$ cat src/rtl/slot_arb_pkg.sv
package slot_arb_pkg;

   localparam int NCLIENT = 3;

   typedef enum logic [1:0] {
      CL_GFX  = 2'd0,
      CL_CPU  = 2'd1,
      CL_LDR  = 2'd2,
      CL_NONE = 2'd3
   } client_e;

   // Even slots feed graphics; in each processor window the first odd slot
   // goes to the processor; any other odd slot goes to the loader.
   function automatic client_e owner_of(int unsigned slot, int unsigned cpu_div);
      int unsigned win_base;
      int unsigned first_odd;
      if ((slot % 2) == 0) return CL_GFX;
      win_base  = (slot / cpu_div) * cpu_div;
      first_odd = ((win_base % 2) == 1) ? win_base : win_base + 1;
      if (slot == first_odd) return CL_CPU;
      return CL_LDR;
   endfunction

endpackage

$ cat src/rtl/slot_arb_enables.sv
module slot_arb_enables #(
   parameter int PIX_DIV = 4,
   parameter int CPU_DIV = 3,
   parameter int PH_W    = $clog2(PIX_DIV)
) (
   input  logic            clk,
   input  logic            rst,
   output logic [PH_W-1:0] phase,
   output logic            pix_en,
   output logic            cpu_en
);

   localparam int CD_W = $clog2(CPU_DIV);
   localparam logic [PH_W-1:0] PH_LAST = PH_W'(PIX_DIV - 1);
   localparam logic [CD_W-1:0] CD_LAST = CD_W'(CPU_DIV - 1);

   if (PIX_DIV < 3) begin : g_bad_pix_div
      $error("slot_arb_enables: PIX_DIV must be at least 3");
   end
   if (CPU_DIV < 2) begin : g_bad_cpu_div
      $error("slot_arb_enables: CPU_DIV must be at least 2");
   end

   logic [PH_W-1:0] ph_q;
   logic [CD_W-1:0] cd_q;

   always_ff @(posedge clk) begin
      if (rst) begin
         ph_q <= '0;
         cd_q <= '0;
      end else if (ph_q == PH_LAST) begin
         ph_q <= '0;
         cd_q <= (cd_q == CD_LAST) ? '0 : cd_q + 1'b1;
      end else begin
         ph_q <= ph_q + 1'b1;
      end
   end

   assign phase  = ph_q;
   assign pix_en = (ph_q == '0);
   assign cpu_en = pix_en && (cd_q == '0);


   pix_gap_chk: assert property (@(posedge clk) disable iff (rst)
      pix_en |=> !pix_en);


   cpu_in_pix_chk: assert property (@(posedge clk) disable iff (rst)
      cpu_en |-> pix_en);

endmodule

$ cat src/rtl/slot_arb_sched.sv
module slot_arb_sched
   import slot_arb_pkg::*;
#(
   parameter int PIX_DIV = 4,
   parameter int CPU_DIV = 3,
   parameter int PH_W    = $clog2(PIX_DIV),
   parameter int SLOTS   = 2 * CPU_DIV,
   parameter int SL_W    = $clog2(SLOTS)
) (
   input  logic            clk,
   input  logic            rst,
   input  logic [PH_W-1:0] phase,
   output logic [SL_W-1:0] slot,
   output client_e         owner
);

   localparam logic [PH_W-1:0] PH_LAST   = PH_W'(PIX_DIV - 1);
   localparam logic [SL_W-1:0] SLOT_LAST = SL_W'(SLOTS - 1);

   if (SLOTS != 2 * CPU_DIV) begin : g_bad_slots
      $error("slot_arb_sched: SLOTS must equal twice CPU_DIV");
   end

   client_e own_tab [SLOTS];

   for (genvar s = 0; s < SLOTS; s++) begin : g_own
      assign own_tab[s] = owner_of(s, CPU_DIV);
   end

   logic [SL_W-1:0] slot_q;

   always_ff @(posedge clk) begin
      if (rst) begin
         slot_q <= '0;
      end else if (phase == PH_LAST) begin
         slot_q <= (slot_q == SLOT_LAST) ? '0 : slot_q + 1'b1;
      end
   end

   assign slot  = slot_q;
   assign owner = own_tab[slot_q];


   slot_hold_chk: assert property (@(posedge clk) disable iff (rst)
      (phase != '0) |-> $stable(slot_q));

endmodule

$ cat src/rtl/slot_arb_ram_seq.sv
module slot_arb_ram_seq
   import slot_arb_pkg::*;
#(
   parameter int ADDR_W  = 24,
   parameter int DATA_W  = 8,
   parameter int PIX_DIV = 4,
   parameter int RD_WAIT = 2,
   parameter int PH_W    = $clog2(PIX_DIV)
) (
   input  logic                           clk,
   input  logic                           rst,
   input  logic [PH_W-1:0]                phase,
   input  client_e                        owner,
   input  logic [NCLIENT-1:0]             cl_req,
   input  logic [NCLIENT-1:0]             cl_we,
   input  logic [NCLIENT-1:0][ADDR_W-1:0] cl_addr,
   input  logic [NCLIENT-1:0][DATA_W-1:0] cl_wdata,
   output logic [NCLIENT-1:0]             rvalid,
   output logic [DATA_W-1:0]              rsp_data,
   output logic [ADDR_W-1:0]              ram_addr,
   output logic [DATA_W-1:0]              ram_wdata,
   output logic                           ram_dq_oe,
   input  logic [DATA_W-1:0]              ram_rdata,
   output logic                           ram_ce_n,
   output logic                           ram_oe_n,
   output logic                           ram_we_n
);

   localparam logic [PH_W-1:0] PH_SAMPLE = PH_W'(RD_WAIT);
   localparam logic [PH_W-1:0] PH_VALID  = PH_W'(RD_WAIT + 1);
   localparam logic [PH_W-1:0] PH_LAST   = PH_W'(PIX_DIV - 1);

   if (RD_WAIT < 1 || RD_WAIT + 2 > PIX_DIV) begin : g_bad_wait
      $error("slot_arb_ram_seq: RD_WAIT must lie in 1 .. PIX_DIV-2");
   end

   logic [NCLIENT-1:0] hit;
   logic [NCLIENT-1:0] act_cl;
   logic               act_wr;
   logic [ADDR_W-1:0]  sel_addr;
   logic [DATA_W-1:0]  sel_wdata;
   logic               sel_we;
   logic               grant;

   for (genvar c = 0; c < NCLIENT; c++) begin : g_hit
      assign hit[c] = cl_req[c] && (owner == client_e'(c));
   end

   always_comb begin
      sel_addr  = '0;
      sel_wdata = '0;
      sel_we    = 1'b0;
      for (int c = 0; c < NCLIENT; c++) begin
         if (hit[c]) begin
            sel_addr  = sel_addr  | cl_addr[c];
            sel_wdata = sel_wdata | cl_wdata[c];
            sel_we    = sel_we    | cl_we[c];
         end
      end
   end

   assign grant = (phase == '0) && (|hit);

   always_ff @(posedge clk) begin
      if (rst) begin
         ram_addr  <= '0;
         ram_wdata <= '0;
         ram_dq_oe <= 1'b0;
         ram_ce_n  <= 1'b1;
         ram_oe_n  <= 1'b1;
         ram_we_n  <= 1'b1;
         act_cl    <= '0;
         act_wr    <= 1'b0;
         rvalid    <= '0;
         rsp_data  <= '0;
      end else begin
         rvalid <= '0;
         if (phase == '0) begin
            if (grant) begin
               ram_addr  <= sel_addr;
               ram_wdata <= sel_wdata;
               ram_ce_n  <= 1'b0;
               ram_oe_n  <= sel_we;
               ram_we_n  <= !sel_we;
               ram_dq_oe <= sel_we;
               act_wr    <= sel_we;
               act_cl    <= hit;
            end else begin
               act_cl    <= '0;
               act_wr    <= 1'b0;
            end
         end
         if (phase == PH_SAMPLE) begin
            ram_ce_n <= 1'b1;
            ram_oe_n <= 1'b1;
            ram_we_n <= 1'b1;
            if ((|act_cl) && !act_wr) begin
               rsp_data <= ram_rdata;
               rvalid   <= act_cl;
            end
         end
         if (phase == PH_LAST) begin
            ram_dq_oe <= 1'b0;
         end
      end
   end


   addr_move_chk: assert property (@(posedge clk) disable iff (rst)
      !$stable(ram_addr) |-> ($past(phase) == '0));


   ce_window_chk: assert property (@(posedge clk) disable iff (rst)
      !ram_ce_n |-> ((phase != '0) && (phase <= PH_SAMPLE)));

   if (RD_WAIT >= 2) begin : g_ce_len

      ce_len_chk: assert property (@(posedge clk) disable iff (rst)
         $fell(ram_ce_n) |=> !ram_ce_n);
   end


   one_valid_chk: assert property (@(posedge clk) disable iff (rst)
      $onehot0(rvalid));


   valid_phase_chk: assert property (@(posedge clk) disable iff (rst)
      (|rvalid) |-> (phase == PH_VALID));


   we_drive_chk: assert property (@(posedge clk) disable iff (rst)
      !ram_we_n |-> (ram_dq_oe && !ram_ce_n && ram_oe_n));


   we_release_chk: assert property (@(posedge clk) disable iff (rst)
      (phase == PH_LAST) |-> ram_we_n);

endmodule

$ cat src/rtl/mem_slot_arbiter.sv
module mem_slot_arbiter
   import slot_arb_pkg::*;
#(
   parameter int ADDR_W  = 24,
   parameter int DATA_W  = 8,
   parameter int PIX_DIV = 4,
   parameter int CPU_DIV = 3,
   parameter int RD_WAIT = 2
) (
   input  logic              clk,
   input  logic              rst,
   output logic              pix_en,
   output logic              cpu_en,
   input  logic              gfx_req,
   input  logic              gfx_we,
   input  logic [ADDR_W-1:0] gfx_addr,
   input  logic [DATA_W-1:0] gfx_wdata,
   output logic              gfx_rvalid,
   input  logic              cpu_req,
   input  logic              cpu_we,
   input  logic [ADDR_W-1:0] cpu_addr,
   input  logic [DATA_W-1:0] cpu_wdata,
   output logic              cpu_rvalid,
   input  logic              ldr_req,
   input  logic              ldr_we,
   input  logic [ADDR_W-1:0] ldr_addr,
   input  logic [DATA_W-1:0] ldr_wdata,
   output logic              ldr_rvalid,
   output logic [DATA_W-1:0] rsp_data,
   output logic [ADDR_W-1:0] ram_addr,
   output logic [DATA_W-1:0] ram_wdata,
   output logic              ram_dq_oe,
   input  logic [DATA_W-1:0] ram_rdata,
   output logic              ram_ce_n,
   output logic              ram_oe_n,
   output logic              ram_we_n
);

   localparam int PH_W  = $clog2(PIX_DIV);
   localparam int SLOTS = 2 * CPU_DIV;
   localparam int SL_W  = $clog2(SLOTS);

   logic [PH_W-1:0]                phase;
   logic [SL_W-1:0]                slot;
   client_e                        owner;
   logic [NCLIENT-1:0]             cl_req;
   logic [NCLIENT-1:0]             cl_we;
   logic [NCLIENT-1:0][ADDR_W-1:0] cl_addr;
   logic [NCLIENT-1:0][DATA_W-1:0] cl_wdata;
   logic [NCLIENT-1:0]             rvalid;

   assign cl_req   = {ldr_req, cpu_req, gfx_req};
   assign cl_we    = {ldr_we, cpu_we, gfx_we};
   assign cl_addr  = {ldr_addr, cpu_addr, gfx_addr};
   assign cl_wdata = {ldr_wdata, cpu_wdata, gfx_wdata};

   assign gfx_rvalid = rvalid[CL_GFX];
   assign cpu_rvalid = rvalid[CL_CPU];
   assign ldr_rvalid = rvalid[CL_LDR];

   slot_arb_enables #(
      .PIX_DIV (PIX_DIV),
      .CPU_DIV (CPU_DIV),
      .PH_W    (PH_W)
   ) u_enables (
      .clk    (clk),
      .rst    (rst),
      .phase  (phase),
      .pix_en (pix_en),
      .cpu_en (cpu_en)
   );

   slot_arb_sched #(
      .PIX_DIV (PIX_DIV),
      .CPU_DIV (CPU_DIV),
      .PH_W    (PH_W),
      .SLOTS   (SLOTS),
      .SL_W    (SL_W)
   ) u_sched (
      .clk   (clk),
      .rst   (rst),
      .phase (phase),
      .slot  (slot),
      .owner (owner)
   );

   slot_arb_ram_seq #(
      .ADDR_W  (ADDR_W),
      .DATA_W  (DATA_W),
      .PIX_DIV (PIX_DIV),
      .RD_WAIT (RD_WAIT),
      .PH_W    (PH_W)
   ) u_ram_seq (
      .clk       (clk),
      .rst       (rst),
      .phase     (phase),
      .owner     (owner),
      .cl_req    (cl_req),
      .cl_we     (cl_we),
      .cl_addr   (cl_addr),
      .cl_wdata  (cl_wdata),
      .rvalid    (rvalid),
      .rsp_data  (rsp_data),
      .ram_addr  (ram_addr),
      .ram_wdata (ram_wdata),
      .ram_dq_oe (ram_dq_oe),
      .ram_rdata (ram_rdata),
      .ram_ce_n  (ram_ce_n),
      .ram_oe_n  (ram_oe_n),
      .ram_we_n  (ram_we_n)
   );


   cpu_slot_chk: assert property (@(posedge clk) disable iff (rst)
      cpu_en |-> ((int'(slot) % CPU_DIV) == 0));


   pix_slot_start_chk: assert property (@(posedge clk) disable iff (rst)
      (pix_en && (slot == '0)) |=> (slot == '0));

endmodule

$ cat config.mk
export PLATFORM = sky130hd
export DESIGN_NAME = mem_slot_arbiter
export DESIGN_NICKNAME = d
export VERILOG_FILES = /design/src/rtl/slot_arb_pkg.sv /design/src/rtl/slot_arb_enables.sv /design/src/rtl/slot_arb_sched.sv /design/src/rtl/slot_arb_ram_seq.sv /design/src/rtl/mem_slot_arbiter.sv
export SDC_FILE = /design/constraint.sdc
export NUM_CORES = 1
export LEC_CHECK = 0
export BUFFER_PORTS_ARGS = -buffer_cell sky130_fd_sc_hd__buf_2
export CORE_UTILIZATION = 48
export DETAILED_ROUTE_END_ITERATION = 16
export HOLD_SLACK_MARGIN = 0.02
export PLACE_DENSITY = 0.86
export SKIP_CTS_REPAIR_TIMING = 1
export SYNTH_ARGS = -nofsm -noshare
export SYNTH_HDL_FRONTEND = slang
export SYNTH_SLANG_ARGS = --single-unit
export TNS_END_PERCENT = 10
$ cat constraint.sdc
create_clock -name clk -period 3.92 [get_ports clk]
set_input_delay 0.196 -clock clk [delete_from_list [all_inputs] [get_ports clk]]
set_output_delay 0.196 -clock clk [all_outputs]
set_load 0.03 [all_outputs]
# Word-level counts from Yosys, hierarchy flattened
# Memories as Yosys holds them, arrays and structs flattened.
# Index checks and enable logic that the tools add are counted.
# op_classes
magnitude_cmp,1
add_sub_neg,3
n_mux,15
eq_ne,6
reduce_logical,18
bitwise,9
# op_table
cell,n
$mux 24,3
$or 24x24->24,2
$mux 8,3
$or 8x8->8,2
$reduce_or 3->1,3
$eq 2x2->1 const B,4
$logic_and 1x1->1,6
$logic_not 2->1,3
$mux 2,3
$mux 3,2
$add 2x1->2 const B,2
$ge 4x4->1 const B,1
$mux 1,4
$not 3->4,1
$reduce_and 2->1,2
$reduce_or 2->1,2
$add 3x1->3 const B,1
$eq 3x3->1 const B,1
$eq 2x1->1 const B,1
$logic_not 1->1,2
$not 1->1,2
$or 1x1->1,2
# totals
inputBits,112
word_cells,66
register_bits,58
n_memories,1
out_inout_bits,49
romBits,16
# memory_table
name,depth,word_bits,rd,rd_clocked_by_memory_dff,wr,line_no,source
(no name shown),8,2,1,0,0,slot_arb_sched.sv:41,assign owner = own_tab[slot_q];

# Depth between registers and ports, before layout
# Gate-level depths: netlist of the first run.
# logic_depth
ltp_word,12
ltp_mapped,7
ltp_nobuf,5

# Modules after synthesis
# From an unflattened synthesis of the first run, not the netlist that was laid out.
# unflattened
hier_cells,296
hier_area_um2,2672.6
# modules_own_cells
module,seq_area_each_um2,area_per_inst_um2,instances,cells_each
slot_arb_ram_seq,1021.0,2339.7,1,264
slot_arb_enables,80.1,175.2,1,17
slot_arb_sched,60.1,157.7,1,15

# Least setup slack after synthesis of the first run
# Ideal clock, no wire load.
# synth_timing
path_type,register to register
start,reg u_enables.ph_q[0] (netlist: u_enables.phase[0])
end,reg u_ram_seq.ram_addr[16]
n_path_buf,2
setup_ps,95
path_stages_with_launch,7
required_time_ps,3825
slack_ps,2095
synth_period_minus_slack_ps,1825
arrival_ps,1730
cell_sequence,dfxtp_1 -> inv_1 -> ha_1 -> clkbuf_1 -> nand3_2 -> clkbuf_1 -> a221oi_1
# synth_via
elab_chain_len,3
# synth_lines
item,line_no,source
from (decl),slot_arb_enables.sv:24,logic [PH_W-1:0] ph_q;
from (signal assigned),slot_arb_enables.sv:35,ph_q <= ph_q + 1'b1;
$logic_not 2->1 (*),-,
named net pix_en,mem_slot_arbiter.sv:12,"output logic pix_en,"
$logic_and 1x1->1,slot_arb_ram_seq.sv:62,assign grant = (phase == '0) && (|hit);
$reduce_and 2->1 (no line) (*),-,
to (signal assigned),slot_arb_ram_seq.sv:80,ram_addr <= sel_addr;
to (decl),slot_arb_ram_seq.sv:20,"output logic [ADDR_W-1:0] ram_addr,"
# The timed path passes the listed nets; every way through them passes the cells marked *.
# A chain may end at the register's enable or synchronous reset.

# Final worst setup path of the first run
# layout_timing
start,reg u_sched.slot_q[0] (netlist: u_sched.slot[0])
end,reg u_ram_seq.ram_addr[20]
# layout_via
elab_chain_len,11
word_cells_on_any_way,18
cone_classes,2 x eq/ne; 5 x mux; 3 x bitwise; 7 x reduce/logical; 1 x memory
# layout_lines
item,line_no,source
from (decl),slot_arb_sched.sv:30,logic [SL_W-1:0] slot_q;
from (signal assigned),slot_arb_sched.sv:36,slot_q <= (slot_q == SLOT_LAST) ? '0 : slot_q + 1'b1;
$not 3->4 (not written as such) (*),slot_arb_sched.sv:41,
$mem_v2 8x2 (*),-,
$mux 2 (not written as such) (*) (2 in a row),slot_arb_sched.sv:41,
$logic_not 2->1,slot_arb_ram_seq.sv:46,assign hit[c] = cl_req[c] && (owner == client_e'(c));
$logic_and 1x1->1,slot_arb_ram_seq.sv:46,
$mux 24,slot_arb_ram_seq.sv:54,if (hit[c]) begin
$or 24x24->24,slot_arb_ram_seq.sv:55,sel_addr = sel_addr | cl_addr[c];
$mux 24,slot_arb_ram_seq.sv:54,
$or 24x24->24,slot_arb_ram_seq.sv:55,
$mux 24,slot_arb_ram_seq.sv:54,
# Every way passes the cells marked *; elsewhere a longest branch is shown, timed or not. The select of a mux whose other input is x is not followed.

==> results, run 1 <==
- The power per standard cell area is 442.7 mW/mm².
- The critical path in this run is classified as reg -> reg.
- The half-perimeter wire length after placement is ~6400 µm.
- The depth of the worst register-to-register path is 5.
- The clock passes through at most 2 buffers.
- The wire length of the first global-routing pass is 13050 µm.
- The post-synthesis sequential area ratio is 40.33%.
- The H-tree was split into 3 levels.
- The core region is ~0.0056 mm².
- From bottom edge to top edge, the die measures approximately 80 µm.
- The worst setup path is captured at a register.
- STA classifies the critical path startpoint as a register.
- The number of rows in the core area is 27.
- Summing over every cut layer, the via total after detailed routing is 3170.
- The Yosys step of the flow raised 0 warnings.
- The number of flops mapped to enable cells by yosys is 0.
- Dividing the detail-routed wire length by the instance count gives 16.83 µm.
- The layout overhead on the synthesized area is 32.90%.
- The clock slew seen by the registers of the worst setup and hold paths is 0.06 ns.
- OpenSTA, run right after detailed placement, puts the worst setup slack at approximately 1.6 ns.
- Setup repair after global routing left no endpoint under its margin.
- The number of instances on the worst hold path is 3.
- The worst hold path class is in -> reg.
- The number of vias per cell after detailed routing is roughly 6.0.
- After detailed placement, the total cell area comes to 0.003622 mm².
- The count of different cell masters after synthesis is 38.
- The number of nets in the layout is about 570.
- The port buffer count is 160.
- The clock net sink count is 58.
- The clock insertion delay at the later pin of the skew report is 0.32 ns.
- For hold timing, the worst endpoint is u_ram_seq.rsp_data[3].
- The run finished with clean final reports.
- The starting density of the core is 51.03%.
- The die outline area is 0.006312 mm².
- IR analysis of the VDD net gives a maximum drop of 0.0003808 V.
- The summed negative setup slack over all endpoints is 0 ns.
- The launch point of the worst hold path is ram_rdata[3].
- The cell chosen for the clock root is clkbuf_8.
- The clock arrives with 0.004871 ns of skew.
- The most numerous cell on the critical path is buf_4.
- For this run, the share of the core covered by cells in the final layout is 67.82%.
- The worst path required time is about 4.1 ns.
- STA puts the critical path data arrival time at 2.55 ns.
- The routed design has around 8900 µm of wire.
- The max-capacitance violation count is 0.
- The met2 track demand over resource in global routing is a little under half.
- Based on the critical path, the design can be clocked at up to 415.0 MHz.
- The largest net degree at the start of global routing is 54.
- The cell count after synthesis came out at 315.
- The number of buffers created by CTS is 9.
- The slew of the pin with the lowest slew margin is around 0.95 ns.
- The destination of the worst register-to-register timing path is u_ram_seq.ram_addr[20].
- Once routing completed, OpenROAD measured the worst setup slack at 1.510 ns.
- Summing every instance area after synthesis gives 0.002879 mm².
- The startpoint identified for the worst register-to-register timing path is u_sched.slot[0].
- The share of synthesized flip-flops with an asynchronous set or reset is 0%.
- The total of endpoints with negative setup slack in the final report is 0.
- Overall power consumption after layout is estimated at approximately 1700 µW.
- The total overflow left after global routing is 0.
- In the finished design, the share of the clock period the worst path needs comes to around three fifths.
- Synthesis inferred 58 register bits.
- The critical path goes through buf_4 > or2_2 > o211a_1 > buf_4 > a221oi_1.
- Measured against its own limit, the worst slew margin works out to 36.62%.
- The floorplan step set the die width to 79.45 µm.
- The number of DRC markers in iteration 0 is 194.
- The routability-driven placement congestion ratio is 0.8681.
- The hold violation total from the final report is 0.
- The combined global-route utilization of all metal layers is 26.85%.
- The max-slew violation count came to 0.
- The library cell used most frequently in the layout, excluding fill and tap cells, is buf_2.
- 0 antenna diodes ended up in the layout.
- The number of global-route vias before repair is roughly 2800.
- Leaving out fill and tap cells, the most frequent cells in the layout are 160 x buf_2, 64 x a221oi_1, 58 x dfxtp_1, 43 x nor2_1, 32 x and4_1.
- For this design the static power due to leakage is 0.001773 µW.
- The highest cell delay on the worst timing path is 0.83 ns.
- The share of final-layout standard cells stronger than drive strength 1 is 41.36%.
- Among all stages on the critical path, the largest delay is contributed by dfxtp_1.
- The global-route met1 utilization is 31.56%.
- The initial antenna violation count came to 0.
- Counting I/O delays and the setup requirement, the final critical path takes ~2.4 ns.
- The most instantiated flip-flop cell in the synthesis netlist is dfxtp_1.
- The number of nets handed over by synthesis was between 400 and 500.
- The pre-antenna-repair detailed-routing pass consisted of 4 iterations.
- 161 I/O pins were placed.
- TritonCTS built the clock tree.
- The setup slack of the most critical reg-to-reg path is 1.51 ns.
- The mean area per synthesized cell is 9.140 µm².
- In the global route stage, met3 resource usage came out at 5.371%.
- Once detail routing completed, the nets flagged for antenna violations numbered 0.
- In this run the most used layer during global routing was met2.
- The finished layout cell area is 0.003826 mm².
- After detailed routing, the number of remaining DRC violations is 0.
- Along the worst path, the maximum fanout reaches 29.
## cells by family (layout without fill, tap and decap cells)
family | Yosys count | count (layout) | synth area share (%)
compound gates | 93 | 93 | 26.03
buf+inv | 47 | 189 | 7.692
mux | 5 | 5 | 1.912
xor+xnor | 1 | 1 | 0.3043
fa+ha+maj | 3 | 3 | 1.304
simple gates | 108 | 108 | 22.43
flops | 58 | 58 | 40.33
## sequential cells by signal, summed over array words and instances (netlist names)
signal               count
u_enables.cd_q           2
u_enables.phase          2
u_ram_seq.act_cl         3
u_ram_seq.act_wr         1
u_ram_seq.ram_addr      24
u_ram_seq.ram_ce_n       1
u_ram_seq.ram_dq_oe      1
u_ram_seq.ram_oe_n       1
u_ram_seq.ram_wdata      8
u_ram_seq.ram_we_n       1
u_ram_seq.rsp_data       8
u_ram_seq.rvalid         3
u_sched.slot             3
## routing by layer
layer / up-vias / wire length [µm]
li1: 1513 / -
met1: 1490 / 3552
met2: 153 / 4480
met3: 14 / 701
met4: 0 / 167
met5: - / 0
## metrics by stage
stage	instances	hold slack, ns
finish	529	0.1257
global route	529	0.1261
CTS	529	0.1194
detailed placement	513	0.4550
global placement	513	0.4338
floorplan	315	0.3437
## worst max path at each step
stage | start | endpoint | slack (ns)
detailed placement | u_sched.slot[0] | u_ram_seq.ram_addr[20] | 1.59
finish | u_sched.slot[0] | u_ram_seq.ram_addr[20] | 1.51
floorplan | u_enables.phase[0] | u_ram_seq.ram_addr[16] | 2.09
CTS | u_sched.slot[0] | u_ram_seq.ram_addr[20] | 1.56
global placement | u_sched.slot[0] | u_ram_seq.ram_addr[4] | 1.65
global route | u_sched.slot[0] | u_ram_seq.ram_addr[20] | 1.34
## critical path: cells and delay by family (launching register included)
| family | cells | cell delay (ns) |
|---|---|---|
| flip-flops | 1 | 0.83 |
| buffers and inverters | 2 | 0.67 |
| AO/OA/AOI/OAI | 2 | 0.55 |
| AND/OR/NAND/NOR | 1 | 0.17 |
## cells in the mapped netlist, types with 3 or more instances
master / n / area, µm²
nand3_1: 8 / 40.04
and3_1: 4 / 25.02
mux2i_1: 4 / 40.04
buf_6: 4 / 45.04
a21oi_1: 11 / 55.05
a221oi_1: 64 / 560.5
and4_1: 32 / 280.3
buf_2: 6 / 30.03
clkbuf_1: 27 / 101.4
o21ai_0: 9 / 45.04
nor2_1: 43 / 161.4
or2_2: 3 / 18.77
nand2b_1: 3 / 18.77
ha_1: 3 / 37.54
dfxtp_1: 58 / 1161
inv_1: 7 / 26.28
## layout make-up
type	instances	area, µm²
clock inverters	5	52.55
fillers	482	1815
clock buffers	11	151.4
flip-flops and latches	58	1161
inverters	7	26.28
well taps	72	90.09
multi-input cells	210	1499
repair buffers	166	845.8
## power by group
part	switching (µW)	total, µW	internal [µW]
combinational	286	451	165
clock	232	556	325
sequential	39.0	687	648
total	556	1690	1140
Power figures use the tool's default switching activity.
==> inputs of run 2 (changes only) <==
- ABC_AREA: unset -> 1
- CORE_UTILIZATION: 48 -> 41
- PLACE_DENSITY: 0.86 -> 0.76
- clock period: 3.92 -> 1.95 ns (I/O delays scaled with it)
==> run 2 against run 1 <==
Compared with the run above: combinational power is 76% higher; register-to-register slack worse by 1.1 ns; count of clock-buffer cells in the layout rose by 3; worst setup slack worse by 1.2 ns; first-iteration DRC count decreased by 11%; total power grew 83%; sequential power rose by 91%; utilization shrank 12 points; die area rose by 28%.
==> results, run 2 <==
- Among all cell types in the netlist, the one instantiated most often is nand2_1.
- The initial antenna violation count is 0 (unchanged).
- The pre-CTS setup slack is 0.4060 ns (-1.180 ns).
- The startpoint identified for the worst register-to-register timing path is u_enables.phase[0].
- The number of DRC markers in iteration 0 was 172 (-11%).
- The worst path required time is 1.85 ns (-2.21 ns).
- The leakage power is 0.001929 µW (+8.8%).
- The total of endpoints with negative setup slack in the final report is 0 (unchanged).
- The I/O pin total came to 161 (unchanged).
- The routed wire length came to 8999 µm (+1.1%).
- The starting density of the core is 43.06% (-8.0 points).
- The share of the synthesized area in the top cell type is 36.59% (-3.7 points).
- The maximum clock insertion buffer count is 2 (unchanged).
- The data arrival time of the worst path came to 1.53 ns (-1.02 ns).
- The routability-driven placement congestion ratio is 0.7993 (-7.9%).
- The cell chosen for the clock root is clkbuf_8.
- STA classifies the critical path endpoint as an output pin.
- The ratio of final minimum period to clock period is 83.21%.
- The total number of vias was 3473 (+9.6%).
- The mean area per synthesized cell is 7.484 µm² (-18%).
- The floorplan die height is 89.97 µm (+13%).
- The summed negative setup slack over all endpoints was 0 ns (unchanged).
- The cell area after technology mapping was 0.003173 mm² (+10%).
- Counting instances in the post-synthesis netlist gives the leading cell types as 88 x nand2_1, 66 x nand4_1, 58 x dfxtp_1, 39 x nand3_1.
- The setup skew after layout is 0.002809 ns (-0.002061 ns).
- For the finished layout, the period the worst path requires is roughly 1.6 ns.
- The gate count of the mapped netlist is 424 (+35%).
- The post-route antenna net violation count is 0 (unchanged).
- The register bit count reported by yosys was 58 (unchanged).
- The placeable core region was 0.007370 mm² (+31%).
- The area occupied by multi-input gates is 0.001710 mm² (+14%).
- The port buffer count is 160 (unchanged).
- The number of optimization iterations in the first detailed-route pass was 5 (+1).
- In this run the worst hold path is classified as in -> reg.
- The highest clock rate is 616.3 MHz.
- Summed over all instances, the cell type with the most area after synthesis is dfxtp_1.
- The worst hold margin is 0.03891 ns (-0.08679 ns).
- The run finished with clean final reports.
- The slew of the pin with the lowest slew margin was 0.4259 ns (-0.5248 ns).
- In this run the most critical hold path is launched from ram_rdata[6].
- The count of different cell masters after synthesis is 29 (-24%).
- The half-perimeter wire length after placement is 6386 µm (+0.55%).
- The power per standard cell area is 746.9 mW/mm² (+69%).
- The combined global-route utilization of all metal layers came to 22.49% (-4.4 points).
- The max-slew violation count came to 0 (unchanged).
- The wire length of the first global-routing pass was 14930 µm (+14%).
- The share of final-layout standard cells stronger than drive strength 1 was 43.98% (+2.6 points).
- The largest vdd supply drop is 0.0003235 V (-15%).
- The register containing the most flip-flops in the final layout is u_ram_seq.ram_addr.
- The post-detailed-route wirelength per cell came to 13.39 µm (-20%).
- The share of synthesized flip-flops with an asynchronous set or reset is 0% (unchanged).
- The number of buffers created by CTS is 9 (unchanged).
- The critical-path maximum fanout is 7 (-76%).
- The CTS H-tree depth came to 3 (unchanged).
- In the post-synthesis netlist, the biggest area contributors are dfxtp_1 37%, nand4_1 13%, nand2_1 10%.
- The die outline area is 0.008095 mm² (+28%).
- For this run, the leading register cell type out of synthesis is dfxtp_1.
- The largest net degree at the start of global routing came to 45 (-17%).
- Leaving out fill and tap cells, the most frequent cell in the layout is buf_2.
- The sequential standard cell area is 0.001162 mm² (+0.11%).
- The hold violation total from the final report is 0 (unchanged).
- The number of nets in the layout was 683 (+20%).
- The number of rows in the core area was 31 (+15%).
- The clock net sink count is 58 (unchanged).
- The flip-flop count of the largest register, all copies and words added came to 24 (unchanged).
- The relative slew slack is 71.60% (+35 points).
- The launch point of the critical path is u_enables.phase[0].
- The number of flops mapped to enable cells by yosys is 0 (unchanged).
- The number of fill cells is 730 (+51%).
- The sum of overflow across all layers after global routing was 0 (unchanged).
- The setup path with the least slack is of type reg -> out.
- Setup repair after global routing left no endpoint under its margin.
- The post-synthesis sequential area ratio is 36.59% (-3.7 points).
- In the layout the commonest cells are 160 x buf_2, 88 x nand2_1, 66 x nand4_1, 57 x dfxtp_1, 39 x nand3_1.
- The x dimension of the die is 89.97 µm (+13%).
- The clock slew seen by the registers of the worst setup and hold paths is 0.06 ns (about the same).
- The max-capacitance violation count was 0 (unchanged).
- The minimum setup slack in the final design is 0.3274 ns (-1.183 ns).
- In the final layout, the registers with the most flip-flops are u_ram_seq.ram_addr: 24 flops, u_ram_seq.ram_wdata: 8 flops, u_ram_seq.rsp_data: 8 flops.
- The antenna diode count is 0 (unchanged).
- The CTS tree is yes.
- The kind of start point of the critical path is a register.
- The net count after synthesis was 539 (+25%).
- The number of remaining DRC errors is 0 (unchanged).
- Relative to the synthesized area, the layout overhead comes to 30.76%.
- The number of vias per cell after detailed routing was 5.168 (-14%).
- The number of synthesis warnings is 0 (unchanged).
- The clock insertion delay at the later pin of the skew report was 0.32 ns (about the same).
- The number of global-route vias before repair was 3212 (+16%).
==> run 2: cell types whose count changed after synthesis, moves of 4 or more <==
cell      change
and4_1       -32
nor2_1       -20
inv_1         +9
a221oi_1     -64
nand2_2      +29
a21oi_2      +29
clkbuf_1     -15
nand4_1      +66
buf_2         +8
and3_1        -4
nand3_1      +31
mux2i_1       -4
nand2_1      +86
==> run 2: path summary, 6_finish.rpt <==
check	slack (ns)	endpoint	depth (start not counted)
worst max-delay path	0.33	cpu_en	6
worst min-delay path	0.04	u_ram_seq.rsp_data[6]	3
worst max register to register	0.39	u_ram_seq.rsp_data[4]	8
worst min register to register	0.46	u_ram_seq.ram_ce_n	2
==> run 2: layout make-up <==
type / instances / share of cell area [%]
Multi-Input combinational cell: 309 / 41.22
Sequential cell: 58 / 28.02
Timing Repair Buffer: 171 / 21.59
Clock buffer: 14 / 4.162
Tap cell: 99 / 2.986
Inverter: 19 / 1.779
Clock inverter: 2 / 0.2413
==> run 2: per-layer routing <==
metal	share of wire [%]	track usage (%)
met1	43	27.37
met2	50	39.55
met3	6.0	4.315
met4	1.1	7.796
met5	0	0
==> run 2: metrics by stage <==
| step | instances | utilization (%) | instance area [µm²] | total power, µW |
|---|---|---|---|---|
| finish | 672 | 56.30 | 4149 | 3099 |
| global route | 672 | 56.30 | 4149 | 3276 |
| floorplan | 424 | - | 3173 | 1888 |
| global placement | 656 | 53.82 | 3966 | 2103 |
| CTS | 672 | 56.30 | 4149 | 3132 |
| detailed placement | 656 | 53.82 | 3966 | 2127 |
==> run 2: cell families (layout without fill, tap and decap cells) <==
family | Yosys count | after routing | synth area share, %
AO/OA/AOI/OAI | 52 | 52 | 11.83
adder cells (fa/ha/maj) | 3 | 3 | 1.183
buffers and inverters | 57 | 206 | 9.503
flip-flops | 58 | 58 | 36.59
AND/OR/NAND/NOR | 254 | 254 | 40.89
==> run 2: critical path: stages (launching register included) <==
cell,delay [ns]
dfxtp_1,0.33
inv_1,0.08
ha_1,0.20
buf_4,0.18
inv_1,0.08
nor3_1,0.12
buf_2,0.22
==> run 2: where the power goes <==
group / internal (µW) / switching, µW / total (µW)
logic: 275 / 517 / 792
clock network: 562 / 435 / 997
registers: 1260 / 46.5 / 1310
total: 2100 / 998 / 3100
==> inputs of run 3 (changes only) <==
- CORE_UTILIZATION: 41 -> 46
- PLACE_DENSITY: 0.76 -> 0.81
- clock period: 1.95 -> 1.6 ns (I/O delays scaled with it)
==> run 3 against run 2 <==
Compared with the run above: the run now ends with hold timing left; via count up 2.8%; clock power up 52%; clock skew up 0.0012 ns; cell count down 1.8%; worst setup slack worse by 0.21 ns; global-route usage up 3.4 points.
==> results, run 3 (synthesized netlist as in run 2, its figures left out) <==
- The flow ran to the end, but the final reports show violations.
- The checks that failed: hold timing.
- The number of DRC markers in iteration 0 was 134 (-22%).
- The clock net sink count is 58 (unchanged).
- The leakage power is 0.001988 µW (+3.1%).
- The filler-free cell count of the finished design is 660 (-1.8%).
- The CTS H-tree depth was 3 (unchanged).
- The post-detailed-route wirelength per cell was 13.85 µm (+3.4%).
- The worst hold path class is in -> reg.
- The worst path required time is 1.52 ns (-0.33 ns).
- The number of buffers created by CTS is 9 (unchanged).
- The max-slew violation count came to 0 (unchanged).
- The worst hold margin is -0.001746 ns (-0.04066 ns).
- The max-capacitance violation count is 0 (unchanged).
- The x dimension of the die is 85.06 µm (-5.5%).
- The number of rows in the core area came to 29 (-6.5%).
- Setup repair after global routing left no endpoint under its margin.
- The highest clock rate is 674.7 MHz.
- The power per standard cell area is 961.3 mW/mm² (+29%).
- The half-perimeter wire length after placement came to 6584 µm (+3.1%).
- The number of global-route vias before repair is 3436 (+7.0%).
- The slew of the pin with the lowest slew margin was 0.3923 ns (-0.03364 ns).
- In the finished design, the share of the clock period the worst path needs comes to about 90%.
- The top cell types in the final layout, fill and taps aside, are 160 x buf_2, 88 x nand2_1, 66 x nand4_1, 57 x dfxtp_1, 39 x nand3_1.
- The minimum setup slack in the final design is 0.1179 ns (-0.2096 ns).
- The worst setup path is captured at an output pin.
- The data arrival time of the worst path was 1.40 ns (-0.13 ns).
- The I/O pin total is 161 (unchanged).
- The number of remaining DRC errors is 0 (unchanged).
- The overall power after layout is 4133 µW (+33%).
- The cell chosen for the clock root is clkbuf_8.
- The critical-path maximum fanout is 9 (+2).
- The floorplan die height is 85.06 µm (-5.5%).
- The type of the setup path with the least slack is reg -> out.
- The number of vias per cell after detailed routing is 5.411 (+4.7%).
- The port buffer count is 160 (unchanged).
- The pre-CTS setup slack is 0.05942 ns (-0.3466 ns).
- The routability-driven placement congestion ratio came to 0.8106 (+1.4%).
- The initial antenna violation count came to 0 (unchanged).
- The register containing the most flip-flops in the final layout is u_ram_seq.ram_addr.
- The post-route antenna net violation count is 0 (unchanged).
- The combined global-route utilization of all metal layers is 25.87% (+3.4 points).
- The largest net degree at the start of global routing came to 45 (unchanged).
- The number of nets in the layout is 693 (+1.5%).
- The share of final-layout standard cells stronger than drive strength 1 is 44.60% (+0.62 points).
- The CTS tree is yes.
- The total of endpoints with negative setup slack in the final report is 0 (unchanged).
- The number of optimization iterations in the first detailed-route pass was 4 (-1).
- The hold violation total from the final report is 1 (+1).
- The clock insertion delay at the later pin of the skew report was 0.34 ns (+0.02 ns).
- The starting density of the core is 48.85% (+5.8 points).
- The most common cell after layout, fill and taps aside is buf_2.
- The final critical delay including setup and external delays is 1.482 ns.
- The maximum clock insertion buffer count is 2 (unchanged).
- The layout overhead on the synthesized area is 35.49%.
- The sum of overflow across all layers after global routing is 0 (unchanged).
- The clock slew seen by the registers of the worst setup and hold paths came to 0.07 ns (about the same).
- The placeable core region was 0.006495 mm² (-12%).
- The largest vdd supply drop is 0.0004727 V (+46%).
- The antenna diode count is 0 (unchanged).
- The wire length of the first global-routing pass came to 14840 µm (-0.60%).
- The relative slew slack came to 73.82% (+2.2 points).
- The flip-flop count of the largest register, all copies and words added came to 24 (unchanged).
- The setup skew after layout was 0.003992 ns (+0.001182 ns).
- The total number of vias is 3571 (+2.8%).
- The total instance count after detailed placement is 638 (-2.7%).
- The routed wire length is 9139 µm (+1.6%).
- The largest registers in the layout are u_ram_seq.ram_addr: 24 flops, u_ram_seq.ram_wdata: 8 flops, u_ram_seq.rsp_data: 8 flops.
- The die outline area was 0.007234 mm² (-11%).
- The kind of start point of the critical path is a register.
- The number of fill cells is 582 (-20%).
[run 3: metal layers]
layer  wire (µm)  global-route usage (%)
met2        4400                   45.53
met4         206                   11.56
met5           0                       0
met3         619                   6.031
met1        3913                   29.83
[run 3: report_power, final]
group / internal, µW / switching, µW / total (µW)
sequential: 1540 / 58.1 / 1600
combinational: 374 / 639 / 1010
clock: 917 / 605 / 1520
total: 2830 / 1300 / 4130
[run 3: final timing paths]
check | end | slack (ns) | startpoint | cells past startpoint
worst max-delay path | cpu_en | 0.12 | u_enables.phase[0] | 5
worst min-delay path | u_ram_seq.rsp_data[4] | -0.002 | ram_rdata[4] | 3
worst max register to register | u_ram_seq.rsp_data[2] | 0.16 | u_enables.phase[0] | 8
worst min register to register | u_ram_seq.ram_ce_n | 0.45 | u_ram_seq.ram_ce_n | 2
[run 3: layout make-up]
type,instances,area [µm²],area share [%]
well taps,77,96.34,2.241
clock inverters,6,90.09,2.095
multi-input cells,309,1728,40.19
inverters,19,73.82,1.717
repair buffers,181,1011,23.52
flip-flops and latches,58,1162,27.04
clock buffers,10,137.6,3.201
[run 3: stage by stage]
step                instance area [µm²]  util [%]  TNS (ns)
floorplan                          3178         -         0
global placement                   3999     61.57         0
detailed placement                 3999     61.57         0
CTS                                4227     65.07  -0.06340
global route                       4299     66.19         0
finish                             4299     66.19         0
[run 3: critical path, stage by stage, from the launching register on]
cell	delay, ns
dfxtp_1	0.33
inv_1	0.12
ha_4	0.21
inv_1	0.10
nor3_2	0.09
buf_2	0.21
